--- src/rtl/sca_pkg.sv ---
package sca_pkg;

    typedef enum logic [2:0] {
        ST_PRESET,
        ST_RUN,
        ST_HALF,
        ST_START,
        ST_SETTLE,
        ST_SHIFT,
        ST_DRAIN,
        ST_DONE
    } seq_state_t;

    localparam logic [3:0] ADDR_WSHIFT = 4'b1101;
    localparam logic [3:0] ADDR_IDLE   = 4'b0000;

    typedef struct packed {
        logic [7:0] ctrl;
        logic [7:0] wshift;
        logic [7:0] wcfg;
    } preset_t;

    localparam int PRESET_BITS = $bits(preset_t);

    function automatic preset_t make_preset(input logic cascade);
        preset_t p;
        p.ctrl   = 8'h01;
        p.wshift = cascade ? 8'h55 : 8'hFF;
        p.wcfg   = 8'hFF;
        return p;
    endfunction

endpackage

--- src/rtl/sca_cfg_loader.sv ---
module sca_cfg_loader
    import sca_pkg::*;
(
    input  logic       clk,
    input  logic       rst,
    input  logic       cascade_i,
    output logic       busy_o,
    output logic       casc_o,
    output logic       sclk_o,
    output logic       sdata_o,
    output logic [1:0] sel_o
);
    localparam int BW = $clog2(PRESET_BITS);

    logic [PRESET_BITS-1:0] word_q;
    logic [BW-1:0]          bit_q;
    logic                   ph_q;
    logic                   act_q;

    always_ff @(posedge clk) begin
        if (rst) begin
            word_q <= make_preset(cascade_i);
            casc_o <= cascade_i;
            bit_q  <= '0;
            ph_q   <= 1'b0;
            act_q  <= 1'b1;
        end else if (act_q) begin
            ph_q <= ~ph_q;
            if (ph_q) begin
                if (bit_q == BW'(PRESET_BITS - 1)) act_q <= 1'b0;
                else                               bit_q <= bit_q + 1'b1;
            end
        end
    end

    always_comb begin
        busy_o  = act_q;
        sclk_o  = act_q & ph_q;
        sdata_o = act_q & word_q[BW'(PRESET_BITS - 1) - bit_q];
        sel_o   = act_q ? 2'(bit_q >> 3) : 2'd0;
    end

    // once the preset transfer ends it never restarts without reset
    a_r1_no_rearm: assert property (@(posedge clk) disable iff (rst)
        !act_q |=> !act_q);

endmodule

--- src/rtl/sca_seq_fsm.sv ---
module sca_seq_fsm
    import sca_pkg::*;
#(
    parameter int CELLS = 1024,
    parameter int SETW  = 8,
    parameter int TOT   = 3,
    localparam int CW   = $clog2(CELLS),
    localparam int LW   = CW + 1
) (
    input  logic            clk,
    input  logic            rst,
    input  logic            ld_busy_i,
    input  logic            casc_i,
    input  logic            seg_i,
    input  logic            roi_en_i,
    input  logic [LW-1:0]   roi_len_i,
    input  logic [SETW-1:0] settle_i,
    input  logic            trig_i,
    input  logic [CW-1:0]   pos_i,
    input  logic            srout_i,
    output logic            wen_o,
    output logic            load_o,
    output logic            sclk_o,
    output logic [3:0]      addr_o,
    output logic            busy_o,
    output logic            done_o,
    output logic            err_o,
    output logic [CW-1:0]   idx_o,
    output logic [CW-1:0]   stop_o,
    output logic            half_o,
    output logic [LW-1:0]   len_o
);
    localparam int DW   = $clog2(TOT + 1);
    localparam int CNTW = (SETW > DW) ? SETW : DW;

    seq_state_t      state_q;
    logic [CNTW-1:0] cnt_q;
    logic [SETW-1:0] settle_q;
    logic [LW-1:0]   len_q;
    logic [CW-1:0]   idx_q;
    logic [CW-1:0]   stop_q;
    logic            half_q;
    logic            ph_q;
    logic            err_q;
    logic [LW-1:0]   len_n;

    always_comb begin
        if (roi_en_i && roi_len_i != '0 && roi_len_i <= LW'(CELLS)) len_n = roi_len_i;
        else                                                       len_n = LW'(CELLS);
    end

    always_ff @(posedge clk) begin
        if (rst) begin
            state_q  <= ST_PRESET;
            cnt_q    <= '0;
            settle_q <= '0;
            len_q    <= LW'(CELLS);
            idx_q    <= '0;
            stop_q   <= '0;
            half_q   <= 1'b0;
            ph_q     <= 1'b0;
            err_q    <= 1'b0;
        end else begin
            err_q <= seg_i;
            unique case (state_q)
                ST_PRESET: if (!ld_busy_i) state_q <= ST_RUN;
                ST_RUN: begin
                    if (trig_i && !err_q) begin
                        stop_q   <= pos_i;
                        settle_q <= settle_i;
                        len_q    <= len_n;
                        half_q   <= 1'b0;
                        cnt_q    <= '0;
                        state_q  <= casc_i ? ST_HALF : ST_START;
                    end
                end
                ST_HALF: begin
                    cnt_q <= cnt_q + 1'b1;
                    if (cnt_q[0]) begin
                        half_q  <= srout_i;
                        state_q <= ST_START;
                    end
                end
                ST_START: begin
                    cnt_q   <= '0;
                    idx_q   <= '0;
                    ph_q    <= 1'b0;
                    state_q <= (settle_q == '0) ? ST_SHIFT : ST_SETTLE;
                end
                ST_SETTLE: begin
                    if (cnt_q == CNTW'(settle_q) - CNTW'(1)) begin
                        cnt_q   <= '0;
                        state_q <= ST_SHIFT;
                    end else begin
                        cnt_q <= cnt_q + 1'b1;
                    end
                end
                ST_SHIFT: begin
                    ph_q <= ~ph_q;
                    if (ph_q) begin
                        if ({1'b0, idx_q} == len_q - LW'(1)) begin
                            cnt_q   <= '0;
                            state_q <= ST_DRAIN;
                        end else begin
                            idx_q <= idx_q + 1'b1;
                        end
                    end
                end
                ST_DRAIN: begin
                    if (cnt_q == CNTW'(TOT - 1)) state_q <= ST_DONE;
                    else                         cnt_q   <= cnt_q + 1'b1;
                end
                ST_DONE: state_q <= ST_RUN;
                default: state_q <= ST_PRESET;
            endcase
        end
    end

    always_comb begin
        wen_o  = (state_q == ST_RUN);
        load_o = (state_q == ST_START);
        sclk_o = (state_q == ST_SHIFT) && !ph_q;
        addr_o = (state_q == ST_HALF) ? ADDR_WSHIFT : ADDR_IDLE;
        busy_o = (state_q == ST_HALF) || (state_q == ST_START) || (state_q == ST_SETTLE)
              || (state_q == ST_SHIFT) || (state_q == ST_DRAIN);
        done_o = (state_q == ST_DONE);
        err_o  = err_q;
        idx_o  = idx_q;
        stop_o = stop_q;
        half_o = half_q;
        len_o  = len_q;
    end

    // checker: cycles counted since the load pulse
    logic [SETW-1:0] gap_q;
    always_ff @(posedge clk) begin
        if (rst)                        gap_q <= '0;
        else if (state_q == ST_START)   gap_q <= '0;
        else if (state_q == ST_SETTLE)  gap_q <= gap_q + 1'b1;
    end

    a_r4_settle_gap: assert property (@(posedge clk) disable iff (rst)
        (sclk_o && idx_q == '0) |-> (gap_q == settle_q));

    a_r2_single_load: assert property (@(posedge clk) disable iff (rst)
        load_o |=> !load_o);

    a_r8_no_write_in_readout: assert property (@(posedge clk) disable iff (rst)
        busy_o |-> !wen_o);

    a_r9_stop_held: assert property (@(posedge clk) disable iff (rst)
        (busy_o && trig_i) |=> $stable(stop_q));

    a_r10_reject_segment: assert property (@(posedge clk) disable iff (rst)
        (err_o && wen_o) |=> wen_o);

endmodule

--- src/rtl/sca_adc_pipe.sv ---
module sca_adc_pipe #(
    parameter int CELLS      = 1024,
    parameter int ADW        = 12,
    parameter int STROBE_LAT = 2,
    parameter int DATA_LAT   = 1,
    localparam int CW        = $clog2(CELLS),
    localparam int LW        = CW + 1,
    localparam int TOT       = STROBE_LAT + DATA_LAT
) (
    input  logic           clk,
    input  logic           rst,
    input  logic           sclk_i,
    input  logic [CW-1:0]  idx_i,
    input  logic [CW-1:0]  stop_i,
    input  logic           half_i,
    input  logic [LW-1:0]  len_i,
    input  logic [ADW-1:0] adc_data_i,
    output logic           strobe_o,
    output logic           res_valid_o,
    output logic [CW-1:0]  res_idx_o,
    output logic [CW-1:0]  res_cell_o,
    output logic [ADW-1:0] res_data_o,
    output logic [CW-1:0]  res_stop_o,
    output logic           res_half_o
);
    logic [TOT-1:0] v_q;
    logic [CW-1:0]  ix_q [TOT];

    for (genvar s = 0; s < TOT; s++) begin : g_stage
        always_ff @(posedge clk) begin
            if (rst) begin
                v_q[s]  <= 1'b0;
                ix_q[s] <= '0;
            end else if (s == 0) begin
                v_q[s]  <= sclk_i;
                ix_q[s] <= idx_i;
            end else begin
                v_q[s]  <= v_q[s-1];
                ix_q[s] <= ix_q[s-1];
            end
        end
    end

    assign strobe_o = v_q[STROBE_LAT-1];

    always_ff @(posedge clk) begin
        if (rst) begin
            res_valid_o <= 1'b0;
            res_idx_o   <= '0;
            res_cell_o  <= '0;
            res_data_o  <= '0;
            res_stop_o  <= '0;
            res_half_o  <= 1'b0;
        end else begin
            res_valid_o <= v_q[TOT-1];
            if (v_q[TOT-1]) begin
                res_idx_o  <= ix_q[TOT-1];
                res_cell_o <= stop_i + ix_q[TOT-1];
                res_data_o <= adc_data_i;
                res_stop_o <= stop_i;
                res_half_o <= half_i;
            end
        end
    end

    // checker: shift clocks not yet matched by a strobe, and last index out
    logic [7:0]    outst_q;
    logic [CW-1:0] last_q;
    always_ff @(posedge clk) begin
        if (rst) begin
            outst_q <= '0;
            last_q  <= '0;
        end else begin
            outst_q <= outst_q + {7'd0, sclk_i} - {7'd0, strobe_o};
            if (res_valid_o) last_q <= res_idx_o;
        end
    end

    a_r6_strobe_after_sclk: assert property (@(posedge clk) disable iff (rst)
        strobe_o |-> (outst_q != '0));

    a_r7_idx_in_range: assert property (@(posedge clk) disable iff (rst)
        res_valid_o |-> ({1'b0, res_idx_o} < len_i));

    a_r7_idx_in_order: assert property (@(posedge clk) disable iff (rst)
        (res_valid_o && res_idx_o != '0) |-> (res_idx_o == last_q + 1'b1));

endmodule

--- src/rtl/sca_readout_seq.sv ---
module sca_readout_seq
    import sca_pkg::*;
#(
    parameter int CELLS      = 1024,
    parameter int SETW       = 8,
    parameter int ADW        = 12,
    parameter int STROBE_LAT = 2,
    parameter int DATA_LAT   = 1,
    localparam int CW        = $clog2(CELLS),
    localparam int LW        = CW + 1
) (
    input  logic            clk,
    input  logic            rst,
    input  logic            cfg_cascade,
    input  logic            cfg_segment,
    input  logic            cfg_roi_en,
    input  logic [LW-1:0]   cfg_roi_len,
    input  logic [SETW-1:0] cfg_settle,
    input  logic            trig,
    input  logic [CW-1:0]   smp_pos,
    input  logic            smp_srout,
    input  logic [ADW-1:0]  adc_data,
    output logic            smp_wen,
    output logic            smp_load,
    output logic            smp_sclk,
    output logic [3:0]      smp_addr,
    output logic            cfg_sclk,
    output logic            cfg_sdata,
    output logic [1:0]      cfg_sel,
    output logic            adc_strobe,
    output logic            busy,
    output logic            done,
    output logic            mode_err,
    output logic            res_valid,
    output logic [CW-1:0]   res_idx,
    output logic [CW-1:0]   res_cell,
    output logic [ADW-1:0]  res_data,
    output logic [CW-1:0]   res_stop,
    output logic            res_half
);
    logic          ld_busy;
    logic          casc;
    logic [CW-1:0] idx;
    logic [CW-1:0] stop;
    logic          half;
    logic [LW-1:0] len;

    sca_cfg_loader u_loader (
        .clk      (clk),
        .rst      (rst),
        .cascade_i(cfg_cascade),
        .busy_o   (ld_busy),
        .casc_o   (casc),
        .sclk_o   (cfg_sclk),
        .sdata_o  (cfg_sdata),
        .sel_o    (cfg_sel)
    );

    sca_seq_fsm #(
        .CELLS(CELLS),
        .SETW (SETW),
        .TOT  (STROBE_LAT + DATA_LAT)
    ) u_fsm (
        .clk      (clk),
        .rst      (rst),
        .ld_busy_i(ld_busy),
        .casc_i   (casc),
        .seg_i    (cfg_segment),
        .roi_en_i (cfg_roi_en),
        .roi_len_i(cfg_roi_len),
        .settle_i (cfg_settle),
        .trig_i   (trig),
        .pos_i    (smp_pos),
        .srout_i  (smp_srout),
        .wen_o    (smp_wen),
        .load_o   (smp_load),
        .sclk_o   (smp_sclk),
        .addr_o   (smp_addr),
        .busy_o   (busy),
        .done_o   (done),
        .err_o    (mode_err),
        .idx_o    (idx),
        .stop_o   (stop),
        .half_o   (half),
        .len_o    (len)
    );

    sca_adc_pipe #(
        .CELLS     (CELLS),
        .ADW       (ADW),
        .STROBE_LAT(STROBE_LAT),
        .DATA_LAT  (DATA_LAT)
    ) u_pipe (
        .clk        (clk),
        .rst        (rst),
        .sclk_i     (smp_sclk),
        .idx_i      (idx),
        .stop_i     (stop),
        .half_i     (half),
        .len_i      (len),
        .adc_data_i (adc_data),
        .strobe_o   (adc_strobe),
        .res_valid_o(res_valid),
        .res_idx_o  (res_idx),
        .res_cell_o (res_cell),
        .res_data_o (res_data),
        .res_stop_o (res_stop),
        .res_half_o (res_half)
    );

endmodule

--- config.mk ---
export PLATFORM = sky130hd
export DESIGN_NAME = sca_readout_seq
export DESIGN_NICKNAME = d
export VERILOG_FILES = /design/src/rtl/sca_pkg.sv /design/src/rtl/sca_cfg_loader.sv /design/src/rtl/sca_seq_fsm.sv /design/src/rtl/sca_adc_pipe.sv /design/src/rtl/sca_readout_seq.sv
export SDC_FILE = /design/constraint.sdc
export NUM_CORES = 1
export LEC_CHECK = 0
export BUFFER_PORTS_ARGS = -buffer_cell sky130_fd_sc_hd__buf_2
export CAP_MARGIN = 25
export CELL_PAD_IN_SITES_DETAIL_PLACEMENT = 2
export CELL_PAD_IN_SITES_GLOBAL_PLACEMENT = 2
export CORE_MARGIN = 5
export CORE_UTILIZATION = 34
export CTS_CLUSTER_SIZE = 20
export DETAILED_ROUTE_END_ITERATION = 10
export GPL_TIMING_DRIVEN = 0
export MAX_ROUTING_LAYER = met4
export PLACE_DENSITY = 0.9
export SETUP_SLACK_MARGIN = 0.2
export SYNTH_ARGS = -nofsm -noshare
export SYNTH_HDL_FRONTEND = slang
export SYNTH_HIERARCHICAL = 1
export SYNTH_SLANG_ARGS = --single-unit
--- constraint.sdc ---
create_clock -name clk -period 3.3 [get_ports clk]
set_clock_uncertainty 0.2 [all_clocks]
set_input_delay 0.33 -clock clk [delete_from_list [all_inputs] [get_ports clk]]
set_output_delay 0.33 -clock clk [all_outputs]
set_load 0.005 [all_outputs]
==> impl_metrics.json, run 1 <==
{
  "post_dp_cell_area_mm2": 0.00723,
  "endpoint_kind": "flop",
  "syn_nets": 780,
  "via_per_inst": 5.83,
  "yosys_most_used_dff": "sky130_fd_sc_hd__dfxtp_1",
  "grt_pass1_vias": 7236,
  "grt_max_degree": 17,
  "die_h_um": 147,
  "fmax_ghz": 0.311,
  "synth.yosys.seq_area_share": 0.437,
  "cts.root.buffer_cell": "sky130_fd_sc_hd__clkbuf_16",
  "cts.sinks": 139,
  "maxCapViolCount": 0,
  "port_buffers": 105,
  "finalNonFillerCells": 1140,
  "clock_path_buffers": 2,
  "gr-usage-all-layers": 0.280,
  "synth.yosys.warnings": 6,
  "routed_wl_um": 33000,
  "hold_path.class": "in2reg",
  "reported_leakage_power_nw": 3.48,
  "main_combinational_cell_family_by_area_after_synthesis": "simple AND/OR/NAND/NOR gates",
  "placed_cells": 1053,
  "timing.setup.tns_ps": 0,
  "cp_max_fo": 8,
  "worstPathRequired_ps": 3440,
  "synth_simple_gate_area_frac": 0.229,
  "timing.final.crit_share": 0.975,
  "source_to_sink_clock_delay_at_the_later_pin_of_the_worst_skew_pair_ps": 450,
  "timing_max_transition_violations_final": 0,
  "layout_cell_share_with_drive_strength_beyond_1": 0.227,
  "worst_slew_margin_rel": 0.466,
  "globalRoute.totalOverflow": 0,
  "power_density_mw_per_mm2": 500,
  "synth-edff-count": 2,
  "floorplan.rows": 50,
  "peakVddDrop_mv": 0.360,
  "final_hold_viol_count": 0,
  "ios": 107,
  "dp.final_hpwl_um": 16700,
  "initial_core_util": 0.344,
  "synth_compound_gate_area_share": 0.152,
  "detailed_routing_iteration_count_for_the_pre_antenna_repair_pass": 7,
  "area_growth_pct": 31.8,
  "layout.cell_area.non_filler_mm2": 0.00846,
  "grt_setup_unrepaired": "yes",
  "setup-violations-final": 0,
  "utilization": 0.454,
  "syn_avg_cell_area_um2": 8.99,
  "layout.filler_cells": 2000,
  "tritoncts": "built",
  "timing.critical_path.from_type": "flop",
  "detail_route.iter0.violations": 401,
  "grt_antenna_before_repair": 2,
  "place.gp.congestion": 0.881,
  "routed-via-count": 6648,
  "worst-endpoint-arrival_ps": 3360,
  "floorplan.die_area_mm2": 0.0217,
  "nets": 957,
  "grt_first_pass_wirelength_um": 45500,
  "status": "finished, final reports clean",
  "cts-htree-levels": 4,
  "post_synth_instance_area_mm2": 0.00642,
  "ys_async_sr_fraction": 0,
  "antenna_violating_nets_post_route": 0,
  "fp.coreArea_mm2": 0.0186,
  "worst_pin_slew_ps": 801,
  "worst-setup-path-type": "reg2reg",
  "synthDistinctLibCells": 77,
  "post_synth_mux_area_share": 0.0624,
  "synth_xor_area_frac": 0.0396,
  "mean_routed_wirelength_per_cell_um": 29.0,
  "worst_setup_hold_path_clk_slew_ps": 80,
  "chipWidth_um": 147,
  "synth.ff_latch_count": 139,
  "post_synth_inst_count": 714,
  "min_period_ps": 3220,
  "synth-adder-area-share": 0.0363,
  "number_of_cts_inserted_buffers": 17,
  "detail_route.drc_violations": 0
}
==> per-layer routing <==
| metal | vias up | track usage | share of wire |
|---|---|---|---|
| li1 | 2867 | - | - |
| met4 | 0 | 0.142 | 0.057 |
| met2 | 369 | 0.495 | 0.50 |
| met5 | - | - | 0 |
| met3 | 134 | 0.0487 | 0.065 |
| met1 | 3278 | 0.302 | 0.38 |
==> metrics by stage <==
step / power (mW) / worst slack (ps) / hold slack, ps
floorplan: 1.94 / 520 / 199
global placement: 2.04 / 125 / 217
detailed placement: 2.06 / -19.5 / 231
CTS: 4.12 / 197 / 3.69
global route: 4.34 / -7.42 / 44.0
finish: 4.23 / 82.0 / 40.2
==> power breakdown <==
| group | switching [mW] | internal, mW |
|---|---|---|
| Sequential | 0.0445 | 1.70 |
| Combinational | 0.255 | 0.168 |
| Clock | 0.969 | 1.09 |
==> kinds of logic after synthesis <==
kind of cell | after synthesis
buf+inv | 61
flops | 139
simple gates | 289
xor+xnor | 29
mux | 40
fa+ha+maj | 18
compound gates | 137
other cells | 1
==> registers in the layout, indices dropped and copies added, names as in the netlist, 2 cells and up <==
| name | flops |
|---|---|
| u_pipe/res_cell_o | 10 |
| u_pipe/res_idx_o | 10 |
| u_fsm/settle_q | 8 |
| u_pipe/v_q | 2 |
| u_loader/bit_q | 5 |
| u_pipe/ix_q | 30 |
| u_fsm/state_q | 3 |
| u_fsm/len_o | 11 |
| u_pipe/res_stop_o | 10 |
| u_fsm/stop_o | 10 |
| u_fsm/idx_o | 10 |
| u_fsm/cnt_q | 8 |
| u_pipe/res_data_o | 12 |
==> cell usage after synthesis (all sizes together), types with 3 or more instances <==
cell type,count,area share
nand2b,10,0.0098
nor2,81,0.047
nand4,3,0.0029
or3,6,0.0060
o22ai,5,0.0049
a21o,5,0.0059
buf,10,0.012
a31oi,7,0.0088
dfxtp,137,0.43
o31ai,5,0.0059
or4b,5,0.0078
clkbuf,28,0.016
inv,21,0.012
a2111oi,3,0.0070
a211oi,7,0.0082
o21ai,20,0.016
a31o,5,0.0068
nand4b,3,0.0041
nor3,18,0.019
a41oi,3,0.0053
ha,17,0.033
and3,8,0.0078
nand2,71,0.042
mux2i,40,0.062
and2,6,0.0060
a21oi,43,0.035
xnor2,15,0.020
o211ai,3,0.0035
nor4,7,0.0068
or2,3,0.0029
nor2b,44,0.043
a22oi,10,0.012
nand3,14,0.011
or4,3,0.0035
xor2,14,0.019
a21boi,3,0.0035
==> final cells by class <==
class,instances,area (µm²),share of cell area
clock buffers,17,425,0.0503
repair buffers,157,1000,0.119
flip-flops and latches,139,2820,0.333
clock inverters,15,171,0.0203
inverters,22,85.1,0.0101
multi-input cells,515,3460,0.410
diodes,2,5.00,0.000592
plain buffers,39,194,0.0229
well taps,234,293,0.0346
==> critical path: stages, from the launching register on <==
cell and delay [ps]:
sky130_fd_sc_hd__dfxtp_1 430, sky130_fd_sc_hd__nor2_1 310, sky130_fd_sc_hd__a21boi_1 180, sky130_fd_sc_hd__a211oi_1 470, sky130_fd_sc_hd__o2111ai_2 280, sky130_fd_sc_hd__o41ai_4 390, sky130_fd_sc_hd__buf_4 200, sky130_fd_sc_hd__a21oi_2 130
sky130_fd_sc_hd__nand4_1 220, sky130_fd_sc_hd__mux2i_1 310
==> worst paths after layout <==
| check | startpoint | endpoint | slack [ps] | cells past startpoint |
|---|---|---|---|---|
| worst max register to register | u_fsm/len_o[3] | u_fsm/idx_o[3] | 80 | 9 |
| worst min-delay path | cfg_roi_len[0] | u_fsm/len_o[0] | 40 | 3 |
| worst min register to register | u_pipe/ix_q[0][0] | u_pipe/ix_q[1][0] | 250 | 1 |
| worst max-delay path | u_fsm/len_o[3] | u_fsm/idx_o[3] | 80 | 9 |
==> cell usage in the layout (no fill, tap or decap), types with 6 or more instances in the layout <==
master,n
sky130_fd_sc_hd__dfxtp_1,130
sky130_fd_sc_hd__buf_2,109
sky130_fd_sc_hd__nor2_1,81
sky130_fd_sc_hd__nand2_1,70
sky130_fd_sc_hd__nor2b_1,43
sky130_fd_sc_hd__mux2i_1,40
sky130_fd_sc_hd__a21oi_1,40
sky130_fd_sc_hd__dlygate4sd3_1,35
sky130_fd_sc_hd__clkbuf_1,28
sky130_fd_sc_hd__buf_4,20
sky130_fd_sc_hd__inv_1,18
sky130_fd_sc_hd__clkbuf_16,17
sky130_fd_sc_hd__ha_1,16
sky130_fd_sc_hd__xnor2_1,15
sky130_fd_sc_hd__nand3_1,14
sky130_fd_sc_hd__nor3_1,13
sky130_fd_sc_hd__xor2_1,13
sky130_fd_sc_hd__o21ai_0,11
sky130_fd_sc_hd__nand2b_1,10
sky130_fd_sc_hd__a22oi_1,10
sky130_fd_sc_hd__and3_1,8
sky130_fd_sc_hd__a211oi_1,7
sky130_fd_sc_hd__inv_8,6
sky130_fd_sc_hd__inv_6,6
sky130_fd_sc_hd__nor4_1,6
sky130_fd_sc_hd__o21ai_1,6
==> repair_timing <==
item / in CTS / in global routing
endpoints found under the hold margin: 35 / 1
gates resized for setup: 11 / 22
setup endpoints to repair: 18 / 21
pin swaps: 3 / 9
hold buffers: 34 / 1
gates cloned: 0 / 1
setup buffers: 6 / 11
No activity file was read; power rests on OpenSTA's default activity.
==> run 2, diff against run 1 <==
- SETUP_SLACK_MARGIN: 0.2 -> not set
==> run 2 against run 1 <==
Net effect: cell count down 1.1%; highest routed layer unchanged; largest cell class unchanged; wire length down 9.2%; global-route usage down 0.41 points; clock power down 2%; critical endpoint is now u_fsm/idx_o[1]; sequential power about the same.
==> impl_metrics.json, run 2 (same netlist as run 1, synthesis figures left out) <==
{
  "status": "finished, final reports clean",
  "endpoint_kind": "flop",
  "gr-usage-all-layers": 0.276,
  "power.share.combinational": 0.089,
  "floorplan.rows": 50,
  "detail_route.iter0.violations": 410,
  "timing_max_transition_violations_final": 0,
  "nets": 944,
  "grt_setup_unrepaired": "no",
  "mean_routed_wirelength_per_cell_um": 26.6,
  "critical_path_cell_sequence": "inv_1, ha_1, nand2b_1, o32ai_1, a32oi_1, a2bb2oi_2, o41ai_4, a21oi_2, nand2b_1, a21oi_1",
  "worstPathRequired_ps": 3450,
  "worst_slew_margin_rel": 0.483,
  "detail_route.drc_violations": 0,
  "dp.final_hpwl_um": 16700,
  "power.total_mw": 4.12,
  "grt_antenna_before_repair": 2,
  "final_cell_mix": "sky130_fd_sc_hd__dfxtp_1 (133), sky130_fd_sc_hd__buf_2 (109), sky130_fd_sc_hd__nor2_1 (81), sky130_fd_sc_hd__nand2_1 (70), sky130_fd_sc_hd__nor2b_1 (43)",
  "via_per_inst": 5.74,
  "maxCapViolCount": 0,
  "detailed_routing_iteration_count_for_the_pre_antenna_repair_pass": 5,
  "timing.critical_path.slowest_cell_delay_ps": 510,
  "post_dp_cell_area_mm2": 0.00723,
  "cts.root.buffer_cell": "sky130_fd_sc_hd__clkbuf_16",
  "setup-violations-final": 0,
  "fp.coreArea_mm2": 0.0186,
  "initial_core_util": 0.344,
  "worst_pin_slew_ps": 775,
  "routed-via-count": 6478,
  "hold_path.class": "in2reg",
  "place.gp.congestion": 0.881,
  "routed_wl_um": 30000,
  "cts.sinks": 139,
  "power_density_mw_per_mm2": 497,
  "die_h_um": 147,
  "timing.critical_path.max_delay_family": "compound AO/OA/AOI/OAI gates",
  "worst-setup-path-type": "reg2reg",
  "grt_pass1_vias": 7197,
  "final_hold_viol_count": 0,
  "p_clk_frac": 0.488,
  "area_growth_pct": 29.3,
  "cp_max_fo": 8,
  "most_common_library_cell_in_the_layout_ignoring_fill_and_taps": "sky130_fd_sc_hd__dfxtp_1",
  "critical_path.most_common_cell": "sky130_fd_sc_hd__nand2b_1",
  "port_buffers": 105,
  "layout.cell_area.non_filler_mm2": 0.00829,
  "grt_max_degree": 17,
  "holdWs_ps": 26.5,
  "peakVddDrop_mv": 0.365,
  "floorplan.die_area_mm2": 0.0217,
  "chipWidth_um": 147,
  "cp_slowest_cell": "sky130_fd_sc_hd__o41ai_4",
  "met2RoutedLength_um": 15500,
  "place_worst_setup_slack_ps": -19.5,
  "worst_setup_hold_path_clk_slew_ps": 80,
  "reported_leakage_power_nw": 3.41,
  "met3RoutedLength_um": 1610,
  "swShare": 0.288,
  "largest_register_ffs": 30,
  "ios": 107,
  "sw_power_mw": 1.19,
  "internal_power_mw": 2.93,
  "top_signal_layer_used": "met4",
  "placed_cells": 1053,
  "number_of_cts_inserted_buffers": 17,
  "finalNonFillerCells": 1128,
  "cts-htree-levels": 4,
  "timing.critical_path.from_type": "flop",
  "power.share.sequential": 0.423,
  "layout_cell_share_with_drive_strength_beyond_1": 0.203,
  "largest-register": "u_pipe/ix_q",
  "worst-endpoint-arrival_ps": 3370,
  "min_period_ps": 3220,
  "wl_met1_um": 11400,
  "clock_path_buffers": 2,
  "antenna_violating_nets_post_route": 0,
  "grt_first_pass_wirelength_um": 44500,
  "fin_ws_ps": 80.8,
  "source_to_sink_clock_delay_at_the_later_pin_of_the_worst_skew_pair_ps": 440,
  "path_buf_inv": 1,
  "timing.final.crit_share": 0.976,
  "globalRoute.totalOverflow": 0,
  "tritoncts": "built",
  "fmax_ghz": 0.311
}
## run 2: worst paths after layout
kind / from / to / slack [ps] / cells after the start
worst max-delay path: u_fsm/len_o[0] / u_fsm/idx_o[1] / 80 / 10
worst min register to register: u_pipe/ix_q[0][4] / u_pipe/ix_q[1][4] / 250 / 1
worst min-delay path: cfg_roi_len[8] / u_fsm/len_o[8] / 30 / 3
worst max register to register: u_fsm/len_o[0] / u_fsm/idx_o[1] / 80 / 10
## run 2: repair_timing
| action | CTS | global route |
|---|---|---|
| hold buffers | 34 | 1 |
| pin swaps | 1 | 3 |
| endpoints found under the hold margin | 35 | 1 |
| resized for setup | 6 | 10 |
| gates cloned | 0 | 0 |
| setup endpoints to repair | 8 | 20 |
| buffers inserted | 0 | 5 |
## run 2: worst reg2reg max path, stage by stage, from the launching register on
cell	delay, ps
sky130_fd_sc_hd__dfxtp_2	380
sky130_fd_sc_hd__inv_1	90
sky130_fd_sc_hd__ha_1	330
sky130_fd_sc_hd__nand2b_1	210
sky130_fd_sc_hd__o32ai_1	390
sky130_fd_sc_hd__a32oi_1	170
sky130_fd_sc_hd__a2bb2oi_2	210
sky130_fd_sc_hd__o41ai_4	510
sky130_fd_sc_hd__a21oi_2	230
sky130_fd_sc_hd__nand2b_1	210
sky130_fd_sc_hd__a21oi_1	210
## run 2: cell type report
type | instances | area, µm²
clock buffer | 17 | 425
multi-input combinational | 514 | 3400
fill | 1998 | 10300
clock inverter | 15 | 171
buffer | 39 | 194
inverter | 22 | 82.6
sequential | 139 | 2810
antenna | 3 | 7.51
tap | 234 | 293
timing repair buffer | 145 | 913
## run 2: routing by layer
| metal | vias to the layer above | global-route usage |
|---|---|---|
| li1 | 2843 | - |
| met4 | 0 | 0.145 |
| met3 | 104 | 0.0674 |
| met2 | 286 | 0.484 |
| met1 | 3245 | 0.286 |
| met5 | - | - |
## run 2: per-stage QoR
| step | util | TNS (ps) |
|---|---|---|
| final | 0.445 | 0 |
| after global routing | 0.445 | 0 |
| after CTS | 0.440 | 0 |
| after detailed placement | 0.388 | -27.8 |
| after global placement | 0.388 | 0 |
| after floorplan | - | 0 |
## run 2: power by group through the flow
stage / clock, mW / combinational (mW) / sequential [mW]
6_report: 2.01 / 0.367 / 1.74
5_1_grt: 2.13 / 0.392 / 1.74
4_1_cts: 2.03 / 0.338 / 1.74
3_5_place_dp: 0 / 0.287 / 1.78
3_3_place_gp: 0 / 0.270 / 1.77
2_1_floorplan: 0 / 0.178 / 1.76
